[src/rtl/sirq_pkg.sv]
package sirq_pkg;

  localparam int NSRC = 14;

  // source positions (software decodes these)
  localparam int SRC_TX_HOLD_EMPTY = 0;
  localparam int SRC_RX_HOLD_FULL  = 1;
  localparam int SRC_TXF_LOW       = 2;
  localparam int SRC_TXF_EMPTY     = 3;
  localparam int SRC_RXF_HIGH      = 4;
  localparam int SRC_RXF_FULL      = 5;
  localparam int SRC_TX_UNDERRUN   = 6;
  localparam int SRC_RX_OVERRUN    = 7;
  localparam int SRC_PARITY        = 8;
  localparam int SRC_FRAMING       = 9;
  localparam int SRC_CTS_CHANGE    = 10;
  localparam int SRC_RX_IDLE       = 11;
  localparam int SRC_BREAK_END     = 12;
  localparam int SRC_BUS_FAULT     = 13;

  localparam int LINE_RX_PEND_BIT = 0;
  localparam int LINE_TX_PEND_BIT = 1;
  localparam int LINE_CTS_BIT     = 4;

  function automatic logic [NSRC-1:0] bitmask(input int idx);
    logic [NSRC-1:0] m;
    m = '0;
    m[idx] = 1'b1;
    return m;
  endfunction

  function automatic logic [NSRC-1:0] rx_group();
    return bitmask(SRC_RXF_HIGH) | bitmask(SRC_RXF_FULL) | bitmask(SRC_RX_OVERRUN) |
           bitmask(SRC_PARITY) | bitmask(SRC_FRAMING) | bitmask(SRC_RX_IDLE);
  endfunction

  function automatic logic [NSRC-1:0] tx_group();
    return bitmask(SRC_TXF_LOW) | bitmask(SRC_TXF_EMPTY) | bitmask(SRC_TX_UNDERRUN);
  endfunction

  // sources driven only from inside the block
  function automatic logic [NSRC-1:0] internal_srcs();
    return bitmask(SRC_CTS_CHANGE) | bitmask(SRC_RX_IDLE);
  endfunction

  // sticky bit update: event set beats acknowledge
  function automatic logic sticky_next(input logic cur, input logic set, input logic clr);
    return (cur & ~clr) | set;
  endfunction

  function automatic logic any_pending(input logic [NSRC-1:0] sts,
                                       input logic [NSRC-1:0] en,
                                       input logic [NSRC-1:0] grp);
    return |(sts & en & grp);
  endfunction

  typedef enum logic [1:0] {
    REG_STATUS = 2'd0,
    REG_ENABLE = 2'd1,
    REG_LINE   = 2'd2,
    REG_NONE   = 2'd3
  } reg_sel_e;

endpackage

[src/rtl/sirq_cts_edge.sv]
module sirq_cts_edge #(
  parameter int SYNC_STAGES = 2
) (
  input  logic clk,
  input  logic rst_n,
  input  logic cts_async_i,
  output logic cts_lvl_o,
  output logic cts_tgl_o
);
  logic [SYNC_STAGES-1:0] sync_q;
  logic                   last_q;

  generate
    if (SYNC_STAGES == 1) begin : g_one
      always_ff @(posedge clk or negedge rst_n) begin
        if (!rst_n) sync_q <= '0;
        else        sync_q <= cts_async_i;
      end
    end else begin : g_chain
      always_ff @(posedge clk or negedge rst_n) begin
        if (!rst_n) sync_q <= '0;
        else        sync_q <= {sync_q[SYNC_STAGES-2:0], cts_async_i};
      end
    end
  endgenerate

  assign cts_lvl_o = sync_q[SYNC_STAGES-1];

  always_ff @(posedge clk or negedge rst_n) begin
    if (!rst_n) last_q <= 1'b0;
    else        last_q <= cts_lvl_o;
  end

  assign cts_tgl_o = cts_lvl_o ^ last_q;

  // both edges of the synchronized level produce a toggle event
  p_rise_tgl_r5: assert property (@(posedge clk) disable iff (!rst_n)
    $rose(cts_lvl_o) |-> cts_tgl_o);
  p_fall_tgl_r5: assert property (@(posedge clk) disable iff (!rst_n)
    $fell(cts_lvl_o) |-> cts_tgl_o);

endmodule

[src/rtl/sirq_rx_idle.sv]
module sirq_rx_idle #(
  parameter int TOUT_CHARS = 4
) (
  input  logic clk,
  input  logic rst_n,
  input  logic rx_nempty_i,
  input  logic rx_busy_i,
  input  logic char_tick_i,
  output logic idle_evt_o
);
  localparam int CW = $clog2(TOUT_CHARS) + 1;
  localparam logic [CW-1:0] LAST = CW'(TOUT_CHARS - 1);

  logic [CW-1:0] cnt_q;
  logic          fired_q;
  logic          armed;
  logic          reach;

  assign armed = rx_nempty_i & ~rx_busy_i;
  assign reach = armed & char_tick_i & ~fired_q & (cnt_q == LAST);

  always_ff @(posedge clk or negedge rst_n) begin
    if (!rst_n) begin
      cnt_q      <= '0;
      fired_q    <= 1'b0;
      idle_evt_o <= 1'b0;
    end else begin
      idle_evt_o <= reach;
      if (!armed) begin
        cnt_q   <= '0;
        fired_q <= 1'b0;
      end else if (char_tick_i && !fired_q) begin
        if (cnt_q == LAST) begin
          cnt_q   <= '0;
          fired_q <= 1'b1;
        end else begin
          cnt_q <= cnt_q + 1'b1;
        end
      end
    end
  end

  // one pulse per idle period, never with an empty FIFO
  p_single_pulse_r7: assert property (@(posedge clk) disable iff (!rst_n)
    idle_evt_o |=> !idle_evt_o);
  p_no_evt_empty_r7: assert property (@(posedge clk) disable iff (!rst_n)
    !rx_nempty_i |=> !idle_evt_o);
  p_cnt_bound_r7: assert property (@(posedge clk) disable iff (!rst_n)
    cnt_q <= LAST);

endmodule

[src/rtl/sirq_status_reg.sv]
module sirq_status_reg #(
  parameter int NBITS = 14
) (
  input  logic             clk,
  input  logic             rst_n,
  input  logic [NBITS-1:0] set_i,
  input  logic [NBITS-1:0] clr_i,
  output logic [NBITS-1:0] sts_o
);
  import sirq_pkg::*;

  generate
    for (genvar i = 0; i < NBITS; i++) begin : g_bit
      always_ff @(posedge clk or negedge rst_n) begin
        if (!rst_n) sts_o[i] <= 1'b0;
        else        sts_o[i] <= sticky_next(sts_o[i], set_i[i], clr_i[i]);
      end

      // set wins; R2: a lone clear empties the bit; otherwise it holds
      p_set_wins_r3: assert property (@(posedge clk) disable iff (!rst_n)
        set_i[i] |=> sts_o[i]);
      p_w1c_r2: assert property (@(posedge clk) disable iff (!rst_n)
        (clr_i[i] && !set_i[i]) |=> !sts_o[i]);
      p_hold_r2: assert property (@(posedge clk) disable iff (!rst_n)
        (!clr_i[i] && !set_i[i]) |=> $stable(sts_o[i]));
    end
  endgenerate

endmodule

[src/rtl/sirq_hub.sv]
module sirq_hub #(
  parameter int DATA_W      = 16,
  parameter int ADDR_W      = 2,
  parameter int SYNC_STAGES = 2,
  parameter int TOUT_CHARS  = 4
) (
  input  logic              clk,
  input  logic              rst_n,
  input  logic [13:0]       evt_i,
  input  logic              cts_i,
  input  logic              rx_nempty_i,
  input  logic              rx_busy_i,
  input  logic              char_tick_i,
  input  logic              bus_sel_i,
  input  logic              bus_wr_i,
  input  logic [ADDR_W-1:0] bus_addr_i,
  input  logic [DATA_W-1:0] bus_wdata_i,
  output logic [DATA_W-1:0] bus_rdata_o,
  output logic              irq_o
);
  import sirq_pkg::*;

  localparam logic [NSRC-1:0] EXT_MASK = ~internal_srcs();
  localparam logic [NSRC-1:0] RX_GRP   = rx_group();
  localparam logic [NSRC-1:0] TX_GRP   = tx_group();

  logic            cts_lvl, cts_tgl, idle_evt;
  logic [NSRC-1:0] set_vec, clr_vec, sts, en_q;
  logic            wr_sts, wr_en;
  logic            pend_any, rx_pend, tx_pend;
  logic [DATA_W-1:0] line_w;
  logic            unused_wdata;

  sirq_cts_edge #(.SYNC_STAGES(SYNC_STAGES)) u_cts (
    .clk        (clk),
    .rst_n      (rst_n),
    .cts_async_i(cts_i),
    .cts_lvl_o  (cts_lvl),
    .cts_tgl_o  (cts_tgl)
  );

  sirq_rx_idle #(.TOUT_CHARS(TOUT_CHARS)) u_idle (
    .clk        (clk),
    .rst_n      (rst_n),
    .rx_nempty_i(rx_nempty_i),
    .rx_busy_i  (rx_busy_i),
    .char_tick_i(char_tick_i),
    .idle_evt_o (idle_evt)
  );

  always_comb begin
    set_vec = evt_i & EXT_MASK;
    set_vec[SRC_CTS_CHANGE] = cts_tgl;
    set_vec[SRC_RX_IDLE]    = idle_evt;
  end

  assign wr_sts  = bus_sel_i & bus_wr_i & (bus_addr_i == ADDR_W'(REG_STATUS));
  assign wr_en   = bus_sel_i & bus_wr_i & (bus_addr_i == ADDR_W'(REG_ENABLE));
  assign clr_vec = wr_sts ? bus_wdata_i[NSRC-1:0] : '0;

  sirq_status_reg #(.NBITS(NSRC)) u_sts (
    .clk  (clk),
    .rst_n(rst_n),
    .set_i(set_vec),
    .clr_i(clr_vec),
    .sts_o(sts)
  );

  always_ff @(posedge clk or negedge rst_n) begin
    if (!rst_n)     en_q <= '0;
    else if (wr_en) en_q <= bus_wdata_i[NSRC-1:0];
  end

  assign pend_any = any_pending(sts, en_q, '1);
  assign rx_pend  = any_pending(sts, en_q, RX_GRP);
  assign tx_pend  = any_pending(sts, en_q, TX_GRP);

  always_ff @(posedge clk or negedge rst_n) begin
    if (!rst_n) irq_o <= 1'b0;
    else        irq_o <= pend_any;
  end

  always_comb begin
    line_w = '0;
    line_w[LINE_RX_PEND_BIT] = rx_pend;
    line_w[LINE_TX_PEND_BIT] = tx_pend;
    line_w[LINE_CTS_BIT]     = cts_lvl;
  end

  always_comb begin
    case (bus_addr_i)
      ADDR_W'(REG_STATUS): bus_rdata_o = {{(DATA_W-NSRC){1'b0}}, sts};
      ADDR_W'(REG_ENABLE): bus_rdata_o = {{(DATA_W-NSRC){1'b0}}, en_q};
      ADDR_W'(REG_LINE):   bus_rdata_o = line_w;
      default:             bus_rdata_o = '0;
    endcase
  end

  assign unused_wdata = &{1'b0, bus_wdata_i[DATA_W-1:NSRC]};

  // the line follows enabled pending bits one cycle later
  p_irq_up_r4: assert property (@(posedge clk) disable iff (!rst_n)
    (|(sts & en_q)) |=> irq_o);
  p_irq_down_r4: assert property (@(posedge clk) disable iff (!rst_n)
    !(|(sts & en_q)) |=> !irq_o);
  // outside pulses on the internal positions never set them
  p_ext_ignored_r1: assert property (@(posedge clk) disable iff (!rst_n)
    (evt_i[SRC_CTS_CHANGE] && !cts_tgl && !sts[SRC_CTS_CHANGE]) |=> !sts[SRC_CTS_CHANGE]);
  // internal events reach the status register
  p_cts_sets_r5: assert property (@(posedge clk) disable iff (!rst_n)
    cts_tgl |=> sts[SRC_CTS_CHANGE]);
  p_idle_sets_r7: assert property (@(posedge clk) disable iff (!rst_n)
    idle_evt |=> sts[SRC_RX_IDLE]);
  // group summaries never report without a global pending bit
  p_grp_sub_r6: assert property (@(posedge clk) disable iff (!rst_n)
    (rx_pend || tx_pend) |-> pend_any);

endmodule

[config.mk]
export PLATFORM = sky130hd
export DESIGN_NAME = sirq_hub
export DESIGN_NICKNAME = d
export VERILOG_FILES = /design/src/rtl/sirq_pkg.sv /design/src/rtl/sirq_cts_edge.sv /design/src/rtl/sirq_rx_idle.sv /design/src/rtl/sirq_status_reg.sv /design/src/rtl/sirq_hub.sv
export SDC_FILE = /design/constraint.sdc
export NUM_CORES = 1
export LEC_CHECK = 0
export ABC_CLOCK_PERIOD_IN_PS = 1350
export BUFFER_PORTS_ARGS = -buffer_cell sky130_fd_sc_hd__buf_2
export CORE_UTILIZATION = 48
export CTS_CLUSTER_SIZE = 30
export DETAILED_ROUTE_END_ITERATION = 12
export MAX_ROUTING_LAYER = met4
export PLACE_DENSITY = 0.74
export SLEW_MARGIN = 20
export SYNTH_ARGS = -nofsm -noshare
export SYNTH_HDL_FRONTEND = slang
export SYNTH_SLANG_ARGS = --single-unit
[constraint.sdc]
create_clock -name clk -period 1.35 [get_ports clk]
set_input_delay 0.27 -clock clk [delete_from_list [all_inputs] [get_ports clk]]
set_output_delay 0.27 -clock clk [all_outputs]
set_load 0.005 [all_outputs]
### After elaboration in Yosys (flattened, before gate mapping)

Index checks and enable logic that the tools add are counted.

| word-level totals | value |
|---|---|
| output and inout port bits | 17 |
| logic and storage cells | 95 |
| register bits | 37 |
| input port bits | 40 |

| operators by class | value |
|---|---|
| multiplexer cells | 8 |
| equal/unequal tests | 5 |
| add/subtract/negate cells | 1 |
| bitwise logic cells | 53 |
| reductions and logical operators | 7 |

Operators with widths:

| kind | count |
|---|---|
| 14-bit case mux with 3 select lines | 1 |
| 1-bit AND | 21 |
| 1-bit inverter | 16 |
| 14-bit AND | 1 |
| 14-bit two-way mux | 1 |
| 1-bit OR | 14 |
| 14-bit OR reduction | 1 |
| 3-bit two-way mux | 3 |
| 6-bit OR reduction | 1 |
| 2-bit != test, second input constant | 2 |
| 3-bit by 1-bit adder with 3-bit output, second input constant | 1 |
| 3-bit by 2-bit equality test with 1-bit output, second input constant | 1 |
| 1-bit two-way mux | 3 |
| 3-bit OR reduction | 1 |
| 2-bit by 1-bit equality test with 1-bit output, second input constant | 1 |
| 2-bit equality test, second input constant | 1 |
| 2-bit zero test | 1 |
| 2-bit AND reduction | 1 |
| 1-bit logical AND | 1 |
| 1-bit zero test | 1 |
| 1-bit bitwise XOR | 1 |

### Depth between registers and ports, before layout

Gate-level depths: netlist of the first run.

| depth | value |
|---|---|
| depth in word-level cells | 6 |
| gate-level depth with buffers | 5 |
| depth with buffers taken out | 4 |

### Hierarchy

From an unflattened synthesis of the first run, not the netlist that was laid out.

| unflattened totals | value |
|---|---|
| cell total of the unflattened synthesis | 162 |
| area total of the unflattened synthesis | 1869.3 sq um |

By module, submodules not included:

| module | area each (sq um) | instances | cells an instance |
|---|---|---|---|
| sirq_hub | 1036.0 | 1 | 94 |
| sirq_status_reg | 508.0 | 1 | 42 |
| sirq_rx_idle | 241.5 | 1 | 22 |
| sirq_cts_edge | 83.8 | 1 | 4 |

### Worst setup path before layout of the first run

No wires, ideal clock.

| timing path | value |
|---|---|
| path kind | input -> register |
| start point | in bus_addr_i[1] |
| end point | reg en_q[10] |
| path slack | 81 ps |
| data arrival time | 1144 ps |
| path buffers | 2 |
| stages | 4 |
| data required time | 1225 ps |
| path through | buf_2 nand4b_4 buf_2 mux2_2 |

| between the ends | value |
|---|---|
| word-level cells in the longest chain between the ends | 2 |

RTL lines:

| element | line | RTL |
|---|---|---|
| start, declared | sirq_hub.sv:16 | `input logic [ADDR_W-1:0] bus_addr_i,` |
| 2-bit by 1-bit equality test with 1-bit output | sirq_hub.sv:58 | `assign wr_en = bus_sel_i & bus_wr_i & (bus_addr_i == ADDR_W'(REG_ENABLE));` |
| 1-bit AND | sirq_hub.sv:58 |  |
| end signal, assigned | sirq_hub.sv:71 | `else if (wr_en) en_q <= bus_wdata_i[NSRC-1:0];` |
| end, declared | sirq_hub.sv:28 | `logic [NSRC-1:0] set_vec, clr_vec, sts, en_q;` |

No other way between the ends.
A chain may end at the register's enable or synchronous reset.

### Worst setup path in the final report of the first run

| timing path | value |
|---|---|
| start point | reg u_sts.sts_o[2] |
| end point | out bus_rdata_o[1] |

| between the ends | value |
|---|---|
| word-level cells in the longest chain between the ends | 3 |

RTL lines:

| element | line | RTL |
|---|---|---|
| start, declared | sirq_status_reg.sv:8 | `output logic [NBITS-1:0] sts_o` |
| start signal, assigned by index | sirq_status_reg.sv:16 | `else sts_o[i] <= sticky_next(sts_o[i], set_i[i], clr_i[i]);` |
| 14-bit AND | sirq_pkg.sv:54 | `return \|(sts & en & grp);` |
| 3-bit OR reduction | sirq_pkg.sv:54 |  |
| 14-bit case mux with 3 select lines | sirq_hub.sv:91 | `case (bus_addr_i)` |
| end, declared | sirq_hub.sv:18 | `output logic [DATA_W-1:0] bus_rdata_o,` |

No other way between the ends.

==> impl_results.md, run 1 <==
- Synthesized area per cell: 11.8 µm²
- Setup crit start: u_sts.sts_o[2]
- Failing checks: negative setup slack
- Overall die height: ~62 µm
- Reg2reg end: irq_o
- Crit path DAT: approximately 1500 ps
- Die Wd: just over 60 µm
- Antenna viol nets, final: 0
- # rows: 21
- Routed via count: around 1.4k
- Yosys top cell by area: dfrtp_1
- Worst hold-check path type: in2reg
- Synth top area share: 0.542
- TritonCTS clock tree: yes
- Final worst path period share: 1.30
- M1 wire length: between 1.5 and 2 mm
- Final critical-path required period: between 1500 and 2000 ps
- DR WL met2: around 2.1 mm
- Final routed DRC violation total: 0
- Drt total wl: 3.96 mm
- Flops & latches, synth: 37
- CTS buffer count: 5
- Static leakage: around 1.2 nW
- IO Pins: 57
- Pin count of the biggest net entering global routing: 18
- # setup viols final: 11
- Status: complete, but fails checks
- Starting density of the core: 0.508
- Synth Area in Adders: 0.00732
- Per-cell routed wire length: 14.2 µm
- Clk root buf: clkbuf_4
- Clk_lat worst skew: about 340 ps
- Worst slack, placed: -98.7 ps
- Synth unique cells: 28
- RSZ-0062 raised after global routing: true
- Buf/Inv on CP: 1
- Die area: 3800 µm²
- GRT overflow: 0
- Clock sinks: 37
- Met3 wire len: between 150 and 200 µm
- Initial antenna violation count: 0
- Final WS setup: -410 ps
- Antenna cells: 0
- Levels on crit path: 3
- GRT Util Overall: 0.234
- Share of layout cells above drive strength 1: 0.485
- Clock Skew: about 11 ps
- Setup TNS: -1510 ps
- Synth top area cells: dfrtp_1, mux2_2, mux2i_1
- Setup crit end kind: output port
- Area growth syn-to-layout: 39.5%
- Via density: around 5.1
- Setup crit end: bus_rdata_o[1]
- Post-synth top flop: dfrtp_1
- Cell chain of the critical path: a222oi_1 > o22ai_1 > buf_2
- CP max stage cell: a222oi_1
- Max Cap Viol: 0
- Global-route wire length before repair: between 6 and 7 mm
- Worst EP required: 1080 ps
- Gpl congestion: between 0.7 and 0.8
- First-pass DRT Iterations: 4
- Multiplexer area fraction after synthesis: 0.174
- Worst r2r src: u_sts.sts_o[2]
- Final hold viol count: 0
- Crit Path Category: reg2out
- Max Fclk: 568 MHz
- Ys Warns: 0
- Vias in the first global route: 1388
- Worst hold path cell count: 1
- Core ar.: approximately 3400 µm²
- Synth Area in Simple Gates: 0.120
- Async SR Flop Fraction: 1.00
- Largest family of logic cells by synthesized area: multiplexers
- R2R depth: 4
- H-tree levels: 2
- PD cells: 1070 nW/µm²
- Post-synthesis sequential area ratio: 0.542
- Max layer used: met4
- Synthesized netlist cell count: 145
- Filler instances: 273
- Top delay family on crit path: compound AO/OA/AOI/OAI gates
- Synth Cell Area: 1710 µm²
- Clock slew at reported path FFs: 100 ps
- VDD IR-drop max: between 0.6 and 0.7 mV
- Worst Path Max Fanout: 3
- Synth Area in XOR/XNOR: 0.00512
- Clk buf depth: 2
- Nets@finish: between 200 and 300
- Hpwl dp: roughly 2.8 mm
- Initial DRC count: 43
- Critical Path Max Stage Delay: between 400 and 500 ps
- Critical Path Source Type: register
- Port buffer count: 50
- Post-synth EDFFs: 0
- Compound-gate portion of the synthesized area: 0.114
- Max-slew violations: 0
- Reg-to-reg slack, setup: -20 ps
-- logic make-up (layout without fill, tap and decap cells) --
group / count (synthesis) / in the layout
other cells: 1 / 2
compound gates: 26 / 26
simple gates: 40 / 40
flops: 37 / 37
xor+xnor: 1 / 1
buf+inv: 11 / 98
fa+ha+maj: 1 / 1
mux: 28 / 28
-- worst register-to-register path: cells and delay by family, from the launching register on --
family          cells  cell delay (ps)
compound gates      1              490
flops               1              410
buf+inv             2              280
simple gates        1               70
-- stage by stage --
step	util	hold slack (ps)	instance area, µm²	cells	total power, mW
global route	0.709	1.04	2380	279	2.71
global placement	0.638	181	2140	257	1.77
finish	0.709	33.0	2380	279	2.55
floorplan	-	-25.6	1710	146	1.54
detailed placement	0.638	183	2140	257	1.79
CTS	0.685	23.9	2300	271	2.49
-- registers in the layout, summed over array words and instances, names as in the netlist --
register / cells
en_q: 14
u_idle.cnt_q: 3
u_idle.idle_evt_o: 1
u_cts.sync_q: 2
irq_o: 1
u_cts.last_q: 1
u_idle.fired_q: 1
u_sts.sts_o: 14
-- worst min path at each step --
stage                from         endpoint
global route        cts_i  u_cts.sync_q[0]
finish              cts_i  u_cts.sync_q[0]
CTS                 cts_i  u_cts.sync_q[0]
floorplan           rst_n          en_q[0]
detailed placement  rst_n          en_q[2]
global placement    rst_n   u_sts.sts_o[2]
-- cells in the mapped netlist (2+ instances only) --
cell and n:
dfrtp_1 37, nand2_1 15, a21o_1 14, mux2_2 14
mux2i_1 14, nor2_1 13, a22oi_1 4, buf_4 4
nand2b_1 4, buf_2 3, inv_1 3, a21oi_1 2
a222oi_1 2, o22ai_1 2
-- power by group --
| group | leakage (nW) | switching (mW) | internal (mW) | total [mW] |
|---|---|---|---|---|
| Combinational | 0.706 | 0.233 | 0.373 | 0.605 |
| Sequential | 0.411 | 0.0780 | 1.22 | 1.29 |
| Clock | 0.0413 | 0.350 | 0.302 | 0.651 |
| Total | 1.16 | 0.660 | 1.89 | 2.55 |
-- cell usage in the layout (no fill, tap or decap), types with 3 or more instances in the layout --
| master | n |
|---|---|
| clkbuf_4 | 5 |
| mux2i_1 | 13 |
| nand2b_1 | 4 |
| a22oi_1 | 4 |
| nor2_1 | 13 |
| buf_4 | 25 |
| a21o_1 | 14 |
| mux2_2 | 14 |
| nand2_1 | 15 |
| buf_6 | 12 |
| inv_1 | 3 |
| dfrtp_1 | 37 |
| buf_2 | 49 |
-- cell type report --
cell class	count	area, µm²	area share
Clock buffer	7	65.1	0.0273
Timing Repair Buffer	87	578	0.242
Sequential cell	37	926	0.388
Tap cell	46	57.6	0.0241
Clock inverter	1	5.00	0.00210
Inverter	3	11.3	0.00472
Multi-Input combinational cell	98	742	0.311
-- layer usage --
metal,GRT usage,vias up
met1,0.262,671
li1,-,690
met3,0.0714,6
met5,-,-
met4,0.0730,0
met2,0.399,42
-- what timing repair did --
| action | CTS | global route |
|---|---|---|
| pin swaps | 6 | 6 |
| cloned | 0 | 0 |
| setup buffers | 5 | 10 |
| endpoints found under the setup margin | 11 | 15 |
| gates resized for setup | 11 | 6 |
| hold endpoints to repair | 13 | 0 |
| hold buffers | 1 | 0 |
No activity file was read; power rests on OpenSTA's default activity.
==> run 2: changes to the inputs <==
--- a/config.mk
+++ b/config.mk
@@ -5,7 +5,7 @@
 export SDC_FILE = /design/constraint.sdc
 export NUM_CORES = 1
 export LEC_CHECK = 0
-export ABC_CLOCK_PERIOD_IN_PS = 1350
+export ABC_CLOCK_PERIOD_IN_PS = 2300
 export BUFFER_PORTS_ARGS = -buffer_cell sky130_fd_sc_hd__buf_2
 export CORE_UTILIZATION = 48
 export CTS_CLUSTER_SIZE = 30
==> constraint.sdc (replaced) <==
create_clock -name clk -period 2.3 [get_ports clk]
set_input_delay 0.46 -clock clk [delete_from_list [all_inputs] [get_ports clk]]
set_output_delay 0.46 -clock clk [all_outputs]
set_load 0.005 [all_outputs]
==> impl_results.md, run 2 (synthesized netlist as in run 1, its figures left out) <==
- TritonCTS clock tree: yes (unchanged)
- Die Wd: 61.7 µm (unchanged)
- # rows: 21 (unchanged)
- Clock Skew: 13.7 ps (was 11.3 ps)
- Port buffer count: 50 (unchanged)
- Worst r2r src: u_idle.cnt_q[0] (was u_sts.sts_o[2])
- Core ar.: 3360 µm² (unchanged)
- Worst hold-check path type: in2async (was in2reg)
- # setup viols final: 0 (was 11)
- GRT Util Overall: 0.214 (was 0.234)
- RSZ-0062 raised after global routing: false (was true)
- Overall die height: 61.7 µm (unchanged)
- Setup crit end: bus_rdata_o[0] (was bus_rdata_o[1])
- Initial antenna violation count: 0 (unchanged)
- Rel. slew slack: 0.469
- Largest registers: en_q x14, u_sts.sts_o x14, u_idle.cnt_q x3 (unchanged)
- Post-cts resize count: 0 (was 11)
- Setup crit start: u_sts.sts_o[7] (was u_sts.sts_o[2])
- Max Fclk: around 500 MHz
- Switching Power: 0.354 mW (was 0.660 mW)
- IO Pins: 57 (unchanged)
- Number of post-CTS setup repair buffers: 0 (was 5)
- Setup crit end kind: output port (unchanged)
- Seq pwr share: 0.579 (was 0.507)
- Vias in the first global route: 1301 (was 1388)
- Clock slew at reported path FFs: 110 ps (was 100 ps)
- Reg2reg end: u_idle.cnt_q[0] (was irq_o)
- GRT overflow: 0 (unchanged)
- Commonest cells after routing, fill and taps aside: buf_2, dfrtp_1, nand2_1 (was buf_2, dfrtp_1, buf_4)
- Logic gate share of total power: 0.176 (was 0.237)
- Worst Path Max Fanout: 3 (unchanged)
- Via density: 5.26 (was 5.05)
- Final core occ: 0.602 (was 0.709)
- H-tree levels: 2 (unchanged)
- Switching part of the total: 0.270 (was 0.259)
- Crit Path Category: reg2out (unchanged)
- Worst-margin pin slew: 796 ps
- CP max stage cell: dfrtp_1 (was a222oi_1)
- Nets@finish: 236 (was 273)
- Clock sinks: 37 (unchanged)
- Antenna cells: 0 (unchanged)
- Drt total wl: 3.34 mm (was 3.96 mm)
- Top delay family on crit path: compound AO/OA/AOI/OAI gates (unchanged)
- Hpwl dp: 2.44 mm (was 2.79 mm)
- Starting density of the core: 0.508 (unchanged)
- Buf/Inv on CP: 1 (unchanged)
- Per-cell routed wire length: 13.8 µm (was 14.2 µm)
- Final routed DRC violation total: 0 (unchanged)
- Critical Path Max Stage Delay: 390 ps (was 490 ps)
- Setup TNS: 0 ps (was -1510 ps)
- Reg-to-reg slack, setup: 1000 ps (was -20 ps)
- Levels on crit path: 4 (was 3)
- R2R depth: 4 (unchanged)
- Routed via count: 1272 (was 1409)
- Cell chain of the critical path: a22oi_1 > and3_1 > a221oi_1 > buf_2 (was a222oi_1 > o22ai_1 > buf_2)
- Clk buf depth: 2 (unchanged)
- Area growth syn-to-layout: 18.4% (was 39.5%)
- Global-route wire length before repair: 5.46 mm (was 6.04 mm)
- CTS buffer count: 5 (unchanged)
- Max-slew violations: 0 (unchanged)
- Initial DRC count: 50 (was 43)
- Share of layout cells above drive strength 1: 0.372 (was 0.485)
- Antenna viol nets, final: 0 (unchanged)
- Final hold viol count: 0 (unchanged)
- Clk root buf: clkbuf_4 (unchanged)
- Internal Power: 0.958 mW (was 1.89 mW)
- Max Cap Viol: 0 (unchanged)
- First-pass DRT Iterations: 6 (was 4)
- Crit path DAT: 1520 ps (was 1490 ps)
- Clock network fraction of total power: 0.245 (was 0.255)
- Commonest non-fill, non-tap cell in the layout: buf_2 (unchanged)
- Clk_lat worst skew: 350 ps (was 340 ps)
- Hold-fix buffers, CTS: 0 (was 1)
- Die area: 3800 µm² (unchanged)
- Status: complete, no violations (was complete, but fails checks)
- Critical Path Source Type: register (unchanged)
- PD cells: 648 nW/µm² (was 1070 nW/µm²)
- Final worst path period share: 0.861
- Total power draw: 1.31 mW (was 2.55 mW)
- VDD IR-drop max: 0.387 mV (was 0.662 mV)
- Gpl congestion: 0.738 (was 0.783)
- Final critical-path required period: 1980 ps
- Worst EP required: 1840 ps (was 1080 ps)
- Static leakage: 0.957 nW (was 1.16 nW)
- Pin count of the biggest net entering global routing: 38 (was 18)
-- run 2: changes by cell type in the layout (fill, tap and decap cells not counted), sizes merged --
| cell | change |
|---|---|
| dlygate4sd3 | -1 |
| clkinv | +1 |
| buf | -36 |
| clkbuf | -1 |
-- run 2: area by class of cell --
type	instances	area (µm²)
clock buffer	6	41.3
clock inverter	2	10.0
fill	325	1340
inverter	3	11.3
multi-input combinational	98	727
sequential	37	926
tap	46	57.6
timing repair buffer	50	250
-- run 2: worst min path at each step --
stage / from / endpoint / slack (ps) / depth (start not counted)
after global routing: cts_i / u_cts.sync_q[0] / 190 / 1
after floorplan: rst_n / en_q[0] / 160 / 0
final: rst_n / en_q[3] / 190 / 1
after CTS: rst_n / en_q[3] / 200 / 1
after global placement: u_cts.sync_q[0] / u_cts.sync_q[1] / 340 / 0
after detailed placement: u_cts.sync_q[0] / u_cts.sync_q[1] / 340 / 0
-- run 2: layer usage --
layer | vias to the layer above | global-route usage | part of all wire
li1 | 612 | - | -
met1 | 606 | 0.244 | 0.45
met2 | 47 | 0.353 | 0.48
met3 | 7 | 0.0441 | 0.057
met4 | 0 | 0.114 | 0.020
met5 | - | - | 0
-- run 2: worst register-to-register path: cells and delay by family (launching register included) --
kind	cells	cell delay, ps
adder cells (fa/ha/maj)	1	230
AND/OR/NAND/NOR	2	460
AO/OA/AOI/OAI	1	130
flip-flops	1	420
-- run 2: power by group through the flow --
| stage | Clock (mW) | Sequential [mW] | Combinational [mW] |
|---|---|---|---|
| final | 0.322 | 0.759 | 0.231 |
| after floorplan | 0 | 0.759 | 0.146 |
| after detailed placement | 0 | 0.772 | 0.235 |
| after global placement | 0 | 0.768 | 0.225 |
| after CTS | 0.338 | 0.759 | 0.236 |
| after global routing | 0.365 | 0.768 | 0.260 |
-- run 2: through the flow --
stage / instance area [µm²] / worst slack (ps) / hold slack, ps / std cells
after detailed placement: 1970 / 424 / 342 / 234
after global routing: 2020 / 242 / 193 / 242
after global placement: 1970 / 455 / 338 / 234
after CTS: 2020 / 291 / 197 / 242
after floorplan: 1710 / 705 / 164 / 146
final: 2020 / 320 / 187 / 242
